**src/rtl/out_code_clamp_pkg.sv**
```systemverilog
package out_code_clamp_pkg;
    // Default widths of the result word and the straight-binary data word.
    localparam int unsigned DEF_IN_W  = 11;
    localparam int unsigned DEF_OUT_W = 10;

    // Drive state of the output pads.
    typedef enum logic {
        DRV_OFF = 1'b0,
        DRV_ON  = 1'b1
    } drive_e;
endpackage

```
**src/rtl/code_sat_decode.sv**
```systemverilog
module code_sat_decode #(
    parameter int unsigned IN_W  = out_code_clamp_pkg::DEF_IN_W,
    parameter int unsigned OUT_W = out_code_clamp_pkg::DEF_OUT_W
) (
    input  logic [IN_W-1:0]  raw_code,
    output logic [OUT_W-1:0] sat_code,
    output logic             over_flag
);
    localparam logic [OUT_W-1:0] ALL_ONES = {OUT_W{1'b1}};

    // A result is over range when any bit above the data field is set.
    generate
        if (IN_W > OUT_W) begin : g_has_headroom
            assign over_flag = |raw_code[IN_W-1:OUT_W];
        end else begin : g_no_headroom
            assign over_flag = 1'b0;
        end
    endgenerate

    always_comb begin
        if (over_flag) begin
            sat_code = ALL_ONES;
        end else begin
            sat_code = raw_code[OUT_W-1:0];
        end
    end
endmodule

```
**src/rtl/out_word_reg.sv**
```systemverilog
module out_word_reg #(
    parameter int unsigned OUT_W = out_code_clamp_pkg::DEF_OUT_W
) (
    input  logic             clk,
    input  logic             rst,
    input  logic             load,
    input  logic [OUT_W-1:0] code_in,
    input  logic             over_in,
    output logic [OUT_W-1:0] code_q_o,
    output logic             over_q_o
);
    typedef struct packed {
        logic [OUT_W-1:0] code;
        logic             over;
    } word_t;

    word_t word_d;
    word_t word_q;

    always_comb begin
        word_d = word_q;
        if (load) begin
            word_d.code = code_in;
            word_d.over = over_in;
        end
    end

    always_ff @(posedge clk) begin
        if (rst) begin
            word_q <= '0;
        end else begin
            word_q <= word_d;
        end
    end

    assign code_q_o = word_q.code;
    assign over_q_o = word_q.over;
endmodule

```
**src/rtl/pad_drive_ctl.sv**
```systemverilog
module pad_drive_ctl #(
    parameter int unsigned OUT_W = out_code_clamp_pkg::DEF_OUT_W
) (
    input  logic             release_n_i,
    output logic [OUT_W-1:0] data_oe_o,
    output logic             ovr_oe_o
);
    import out_code_clamp_pkg::*;

    drive_e drive_state;

    always_comb begin
        drive_state = release_n_i ? DRV_OFF : DRV_ON;
    end

    generate
        for (genvar b = 0; b < OUT_W; b++) begin : g_bit_oe
            assign data_oe_o[b] = (drive_state == DRV_ON);
        end
    endgenerate

    assign ovr_oe_o = (drive_state == DRV_ON);
endmodule

```
**src/rtl/out_code_clamp.sv**
```systemverilog
module out_code_clamp #(
    parameter int unsigned IN_W  = out_code_clamp_pkg::DEF_IN_W,
    parameter int unsigned OUT_W = out_code_clamp_pkg::DEF_OUT_W
) (
    input  logic             clk,
    input  logic             rst,
    input  logic             in_valid,
    input  logic [IN_W-1:0]  in_code,
    input  logic             out_en_n,
    output logic [OUT_W-1:0] data_o,
    output logic             ovr_o,
    output logic [OUT_W-1:0] data_oe,
    output logic             ovr_oe
);
    logic [OUT_W-1:0] sat_code;
    logic             over_flag;

    code_sat_decode #(
        .IN_W  (IN_W),
        .OUT_W (OUT_W)
    ) u_decode (
        .raw_code  (in_code),
        .sat_code  (sat_code),
        .over_flag (over_flag)
    );

    out_word_reg #(
        .OUT_W (OUT_W)
    ) u_reg (
        .clk      (clk),
        .rst      (rst),
        .load     (in_valid),
        .code_in  (sat_code),
        .over_in  (over_flag),
        .code_q_o (data_o),
        .over_q_o (ovr_o)
    );

    pad_drive_ctl #(
        .OUT_W (OUT_W)
    ) u_drive (
        .release_n_i (out_en_n),
        .data_oe_o   (data_oe),
        .ovr_oe_o    (ovr_oe)
    );
endmodule

```
**config.mk**
```make
export PLATFORM = sky130hd
export DESIGN_NAME = out_code_clamp
export DESIGN_NICKNAME = d
export VERILOG_FILES = /design/src/rtl/out_code_clamp_pkg.sv /design/src/rtl/code_sat_decode.sv /design/src/rtl/out_word_reg.sv /design/src/rtl/pad_drive_ctl.sv /design/src/rtl/out_code_clamp.sv
export SDC_FILE = /design/constraint.sdc
export NUM_CORES = 1
export LEC_CHECK = 0
export BUFFER_PORTS_ARGS = -buffer_cell sky130_fd_sc_hd__buf_2
export CORE_MARGIN = 8
export CORE_UTILIZATION = 35
export DETAILED_ROUTE_END_ITERATION = 12
export GPL_ROUTABILITY_DRIVEN = 0
export PLACE_DENSITY = 0.72
export SYNTH_ARGS = -nofsm -noshare
export SYNTH_HDL_FRONTEND = slang
export SYNTH_SLANG_ARGS = --single-unit
export TNS_END_PERCENT = 50
```
**constraint.sdc**
```tcl
create_clock -name clk -period 0.8 [get_ports clk]
set_clock_uncertainty 0.15 [all_clocks]
set_input_delay 0.08 -clock clk [delete_from_list [all_inputs] [get_ports clk]]
set_output_delay 0.08 -clock clk [all_outputs]
set_load 0.1 [all_outputs]
```
==> results.md, run 1 <==
- DRC: 0
- Grt peak-use layer: met2
- Synth Net Count: 73
- Via Count: 542
- Overall Power: 2181 uW
- Final net count: 117
- Iter 0 DRT Violations: 1
- Die area: 3073 um2
- Setup slack after placement: -0.08995 ns
- Final HPWL DP: 1258 um
- GRT Residual Overflow: 0
- CP top delay family: flip-flops
- Overall Global Routing Usage: 11.62%
- Setup TNS: -4.295 ns
- Internal reg-to-reg setup slack: -0.18 ns
- Worst EP arrival: 0.81 ns
- Failing checks: negative hold slack, negative setup slack
- CP Cell Sequence: buf_12
- Worst-Skew Late Latency: 0.27 ns
- CP Launch Type: flip-flop
- Number of buffers inserted by port buffering: 36
- Mapped Avg Cell Area: 9.384 um2
- Final worst-path cycle share: 130.3%
- Final hold viol count: 10
- Largest net degree at the start of global routing: 14
- Vias in the first global route: 622
- Reg2Reg Depth: 4
- Fin crit period: 1.042 ns
- CP max stage delay: 0.36 ns
- Setup WS post-layout: -0.2424 ns
- Via density: 4.632
- Inserted Diodes: 0
- Crit path capture type: output pin
- GR Util met2: 22.60%
- Hold path cells: 2
- Crit Path Category: reg -> out
- Peak supply drop: 1.217 mV
- Final Max Tran Viols: 0
- Max Cap Violations: 0
- CTS tree: done
- Clock root buffer: clkbuf_4
- Row cnt: 14
- Global-route wire length before repair: 3008 um
- Syn Inst Count: 58
- Post-synthesis register bit count: 11
- Crit-path max FO: 2
- Fraction of layout cells with a size suffix above 1: 85.15%
- P&R area growth vs syn: 133.6%
- Leak pwr: 0.0005478 uW
- Worst-Margin Slew: 0.3086 ns
- Fill cells: 77
- Fmax: 959.3 MHz
- Synth cell types: 8
- Drt pass-1 iters: 2
- PD cells: 1716 nW/um2
- Slew Limit Headroom: 79.43%
- Initial core utilization: 36.55%
- I/O pins: 37
- Die Y: 55.44 um
- M3 GR Usage: 4.338%
- Crit path depth: 1
- Status: finished, violations left
- Buffers and inverters on the worst path: 1
- Antenna-violating nets left: 0
- Clock Pin Slew Worst Setup and Hold Paths: 0.07 ns
- Post-Route WL: 1811 um
- Clock Path Buffers: 2
- Yosys warns: 0
- Die Width: 55.44 um
- CTS buffer count: 3
- # setup viols final: 30
- Hold slack: -0.04591 ns
- HP Class: in -> reg
- Commonest cells after routing, fill and taps aside: buf_12, nor2_1, buf_2
- Initial antenna violation count: 0
- Critical path's slowest cell: dfxtp_2
- Commonest non-fill, non-tap cell in the layout: buf_12
- Core ar.: 1489 um2
- H-tree Lvls: 1
- Cell area after synthesis: 544.3 um2
- Global Route met1 Usage: 10.44%
- Critical Path RT: 0.57 ns
- Routed WL per cell: 15.48 um
- Clk sink count: 11
- RSZ-0062 raised after global routing: true
- Register area share after synthesis: 40.46%
## Yosys cell counts
| cell type | instances | share of area, % |
|---|---|---|
| buf_6 | 1 | 2.1 |
| buf_4 | 12 | 17 |
| a211oi_2 | 10 | 23 |
| nor2_1 | 21 | 14 |
| mux2i_1 | 1 | 1.8 |
| inv_1 | 1 | 0.69 |
| buf_2 | 1 | 0.92 |
| dfxtp_1 | 11 | 40 |
## per-layer routing
layer  routed length, um  up-vias
met5                   0        -
met4                  14        0
met3                 115        2
met2                1004       22
met1                 677      249
li1                    -      269
## power breakdown
part           switching (uW)  internal, uW  leakage, uW
clock                     198           193    0.0000150
combinational             704           448     0.000437
sequential               45.7           592    0.0000961
## final timing paths
kind | startpoint | to
worst max-delay path | u_reg.over_q_o | ovr_o
worst min-delay path | in_valid | u_reg.code_q_o[9]
worst max register to register | u_reg.code_q_o[4] | u_reg.code_q_o[4]
worst min register to register | u_reg.code_q_o[9] | u_reg.code_q_o[9]
## cells by family (layout without fill, tap and decap cells)
group / count (synthesis) / in the layout / share of synthesized area (%)
compound gates: 10 / 10 / 22.99
buf+inv: 15 / 58 / 20.23
flops: 11 / 11 / 40.46
mux: 1 / 1 / 1.839
simple gates: 21 / 21 / 14.48
## flip-flops by register name (all words and copies together) (netlist names)
register	count
u_reg.code_q_o	10
u_reg.over_q_o	1
## metrics by stage
| step | utilization, % | area [um2] | hold slack, ns | cells |
|---|---|---|---|---|
| 2_1_floorplan | - | 586.8 | -0.01273 | 58 |
| 3_3_place_gp | 71.60 | 1066 | 0.2078 | 100 |
| 3_5_place_dp | 71.60 | 1066 | 0.2190 | 100 |
| 4_1_cts | 84.62 | 1260 | -0.03691 | 114 |
| 5_1_grt | 85.38 | 1271 | -0.03281 | 117 |
| 6_report | 85.38 | 1271 | -0.04591 | 117 |
## layout make-up
type | instances | area (um2) | share of cell area (%)
Clock buffer | 4 | 26.28 | 2.067
Sequential cell | 11 | 246.5 | 19.39
Tap cell | 16 | 20.02 | 1.575
Inverter | 1 | 7.507 | 0.5906
Multi-Input combinational cell | 32 | 264.0 | 20.77
Timing Repair Buffer | 53 | 706.9 | 55.61
## repair_timing
item / CTS / global route
gates resized for setup: 17 / 3
buffers inserted: 9 / 4
pin swaps: 9 / 0
gates cloned: 1 / 0
setup endpoints to repair: 28 / 33
endpoints found under the hold margin: 10 / 8
(Power assumes the default switching activity.)
==> run 2: changes to the inputs <==
--- a/config.mk
+++ b/config.mk
@@ -5,9 +5,10 @@
 export SDC_FILE = /design/constraint.sdc
 export NUM_CORES = 1
 export LEC_CHECK = 0
+export ABC_AREA = 1
 export BUFFER_PORTS_ARGS = -buffer_cell sky130_fd_sc_hd__buf_2
 export CORE_MARGIN = 8
-export CORE_UTILIZATION = 35
+export CORE_UTILIZATION = 33
 export DETAILED_ROUTE_END_ITERATION = 12
 export GPL_ROUTABILITY_DRIVEN = 0
 export PLACE_DENSITY = 0.72
==> results.md, run 2 <==
- Synth Area in Adders: 0% (unchanged)
- Syn Inst Count: 61 (was 58)
- Setup WS post-layout: -0.2436 ns (was -0.2424 ns)
- Setup crit end: data_o[4] (was ovr_o)
- Slew Limit Headroom: 72.24% (was 79.43%)
- Fraction of layout cells with a size suffix above 1: 67.02% (was 85.15%)
- Commonest cells after routing, fill and taps aside: buf_12, nor2_1, buf_2 (unchanged)
- Reg power frac: 31.3% (was 29.2%)
- Final Max Tran Viols: 0 (unchanged)
- Top cell type's share of synthesized area: 46.56% (was 40.46%)
- Count leader, synth: nor2_1 (unchanged)
- Die Y: 53.86 um (was 55.44 um)
- Combinational share of power: 49.9% (was 52.8%)
- Internal reg-to-reg setup slack: -0.10 ns (was -0.18 ns)
- Yosys warns: 0 (unchanged)
- Clk pwr share: 18.8% (was 17.9%)
- Final HPWL DP: 1376 um (was 1258 um)
- Clock Path Buffers: 2 (unchanged)
- Inserted Diodes: 0 (unchanged)
- Max Cap Violations: 0 (unchanged)
- RSZ-0062 raised after global routing: true (unchanged)
- Final worst-path cycle share: 130.5% (was 130.3%)
- Final net count: 110 (was 117)
- Critical path's slowest cell: dfxtp_4 (was dfxtp_2)
- EDFF count, synth: 0 (unchanged)
- HP Class: in -> reg (unchanged)
- Synth Area in Simple Gates: 19.05% (was 14.48%)
- Share of synthesized registers carrying an async set or reset: 0% (unchanged)
- Clock root buffer: clkbuf_4 (unchanged)
- Crit path depth: 1 (unchanged)
- RR Endpoint: u_reg.code_q_o[8] (was u_reg.code_q_o[4])
- Clock Pin Slew Worst Setup and Hold Paths: 0.07 ns (about the same)
- Largest net degree at the start of global routing: 12 (was 14)
- M3 GR Usage: 5.510% (was 4.338%)
- P&R area growth vs syn: 125.9% (was 133.6%)
- Crit path capture type: output pin (unchanged)
- Via density: 4.596 (was 4.632)
- Global Route met1 Usage: 9.764% (was 10.44%)
- CP Cell Sequence: buf_12 (unchanged)
- Max reg flops: 10 (unchanged)
- Post-synthesis register bit count: 11 (unchanged)
- Leak pwr: 0.0004919 uW (was 0.0005478 uW)
- Antenna-violating nets left: 0 (unchanged)
- Largest family of logic cells by synthesized area: buffers and inverters (was compound AO/OA/AOI/OAI gates)
- Peak supply drop: 1.182 mV (was 1.217 mV)
- Buffers and inverters on the worst path: 1 (unchanged)
- Final Cell Area: 1069 um2 (was 1271 um2)
- Status: finished, violations left (unchanged)
- Crit Path Category: reg -> out (unchanged)
- CTS tree: done (unchanged)
- CP max stage delay: 0.37 ns (was 0.36 ns)
- DRC: 0 (unchanged)
- Critical Path RT: 0.57 ns (about the same)
- Synth area leader: dfxtp_1 (unchanged)
- I/O pins: 37 (unchanged)
- DP Area: 980.9 um2 (was 1066 um2)
- Overall Global Routing Usage: 12.56% (was 11.62%)
- Xor/xnor cell area share of the yosys netlist: 0% (unchanged)
- # setup viols final: 25 (was 30)
- Die Width: 53.86 um (was 55.44 um)
- Hold slack: -0.1363 ns (was -0.04591 ns)
- Initial antenna violation count: 0 (unchanged)
- Global-route wire length before repair: 2580 um (was 3008 um)
- Worst EP arrival: 0.81 ns (about the same)
- Worst-Skew Late Latency: 0.27 ns (about the same)
- Synth cell types: 9 (was 8)
- PD cells: 1907 nW/um2 (was 1716 nW/um2)
- Final hold viol count: 10 (unchanged)
- Sw power: 890.6 uW (was 947.9 uW)
- Int Pwr: 1147 uW (was 1233 uW)
- Reg2Reg Depth: 3 (was 4)
- GRT Residual Overflow: 0 (unchanged)
- Grt peak-use layer: met2 (unchanged)
- Worst-Margin Slew: 0.4159 ns (was 0.3086 ns)
- CP top delay family: flip-flops (unchanged)
- Mapped Avg Cell Area: 7.753 um2 (was 9.384 um2)
- Die area: 2900 um2 (was 3073 um2)
- Ranking of synthesized cells by area: dfxtp_1, buf_4, nor2_1 (was dfxtp_1, a211oi_2, buf_4)
- Core ar.: 1318 um2 (was 1489 um2)
- Fmax: 958.2 MHz (was 959.3 MHz)
- Primary FF master, synth: dfxtp_1 (unchanged)
- Drt pass-1 iters: 3 (was 2)
- Crit-path max FO: 2 (unchanged)
- Post-synthesis mux area share: 0% (was 1.839%)
- Register area share after synthesis: 46.56% (was 40.46%)
- Crit. Startpoint: u_reg.code_q_o[4] (was u_reg.over_q_o)
- Number of buffers inserted by port buffering: 36 (unchanged)
- Failing checks: negative hold slack, negative setup slack (unchanged)
- Post-Route WL: 1709 um (was 1811 um)
- Row cnt: 13 (was 14)
- Compound-Gate Fraction of Synth Area: 10.58% (was 22.99%)
- GR Util met2: 26.25% (was 22.60%)
- Routed WL per cell: 15.68 um (was 15.48 um)
- Sw frac: 43.72% (was 43.46%)
- H-tree Lvls: 1 (unchanged)
- Post-synth top cells: nor2_1, buf_4, dfxtp_1 (unchanged)
- Vias in the first global route: 562 (was 622)
- CP Launch Type: flip-flop (unchanged)
- Via Count: 501 (was 542)
- Cell area after synthesis: 473.0 um2 (was 544.3 um2)
- Iter 0 DRT Violations: 1 (unchanged)
- Clk sink count: 11 (unchanged)
- Fin crit period: 1.044 ns (was 1.042 ns)
- Critical R2R Launch: u_reg.code_q_o[8] (was u_reg.code_q_o[4])
- Synth Net Count: 76 (was 73)
- CTS buffer count: 3 (unchanged)
- Setup slack after placement: -0.1655 ns (was -0.08995 ns)
- Initial core utilization: 35.90% (was 36.55%)
- Commonest non-fill, non-tap cell in the layout: buf_12 (unchanged)
run 2: cell families after synthesis:
kind of cell           Yosys count
AO/OA/AOI/OAI                   10
AND/OR/NAND/NOR                 24
buffers and inverters           16
flip-flops                      11
run 2: area by class of cell:
| class | count | area, um2 |
|---|---|---|
| fillers | 77 | 249.0 |
| inverters | 3 | 15.01 |
| repair buffers | 42 | 594.3 |
| flip-flops and latches | 11 | 251.5 |
| clock buffers | 4 | 26.28 |
| well taps | 15 | 18.77 |
| multi-input cells | 34 | 162.7 |
run 2: through the flow:
step                util [%]  std cells  total power [uW]  setup TNS (ns)
CTS                    79.20        108              2042          -3.329
finish                 81.10        109              2037          -3.315
detailed placement     74.45        102              1634          -2.141
global route           81.10        109              2119          -4.015
floorplan                  -         61              1260          -6.242
global placement       74.45        102              1615          -1.499
run 2: worst min-delay path by stage:
stage,startpoint,to,slack [ns],depth (start not counted)
after floorplan,in_code[0],u_reg.code_q_o[0],0.05,2
after global placement,in_code[8],u_reg.code_q_o[8],0.14,3
after detailed placement,in_code[1],u_reg.code_q_o[1],0.14,3
after CTS,in_code[1],u_reg.code_q_o[1],-0.15,3
after global routing,in_code[4],u_reg.code_q_o[4],-0.13,3
final,in_code[9],u_reg.code_q_o[9],-0.14,3
run 2: what timing repair did:
item	in CTS	in global routing
hold endpoints to repair	10	10
setup endpoints to repair	24	30
setup buffers	2	1
resized for setup	4	5
pin swaps	1	2
run 2: worst register-to-register path: stages, from the launching register on:
cell	delay (ns)
dfxtp_4	0.35
buf_4	0.13
o21ai_2	0.11
nor2_1	0.05
run 2: power groups by stage:
stage	logic, uW	registers, uW	clock network, uW
3_3_place_gp	969	646	0
6_report	1020	638	382
5_1_grt	1050	643	426
3_5_place_dp	984	650	0
4_1_cts	1010	637	396
2_1_floorplan	332	928	0
run 2: routing by layer:
metal  wire (um)  up-vias  part of all wire [%]
met5           0        -                     0
met4          17        0                  0.99
met3         111        2                   6.5
met2        1049       15                    61
met1         531      239                    31
li1            -      245                     -
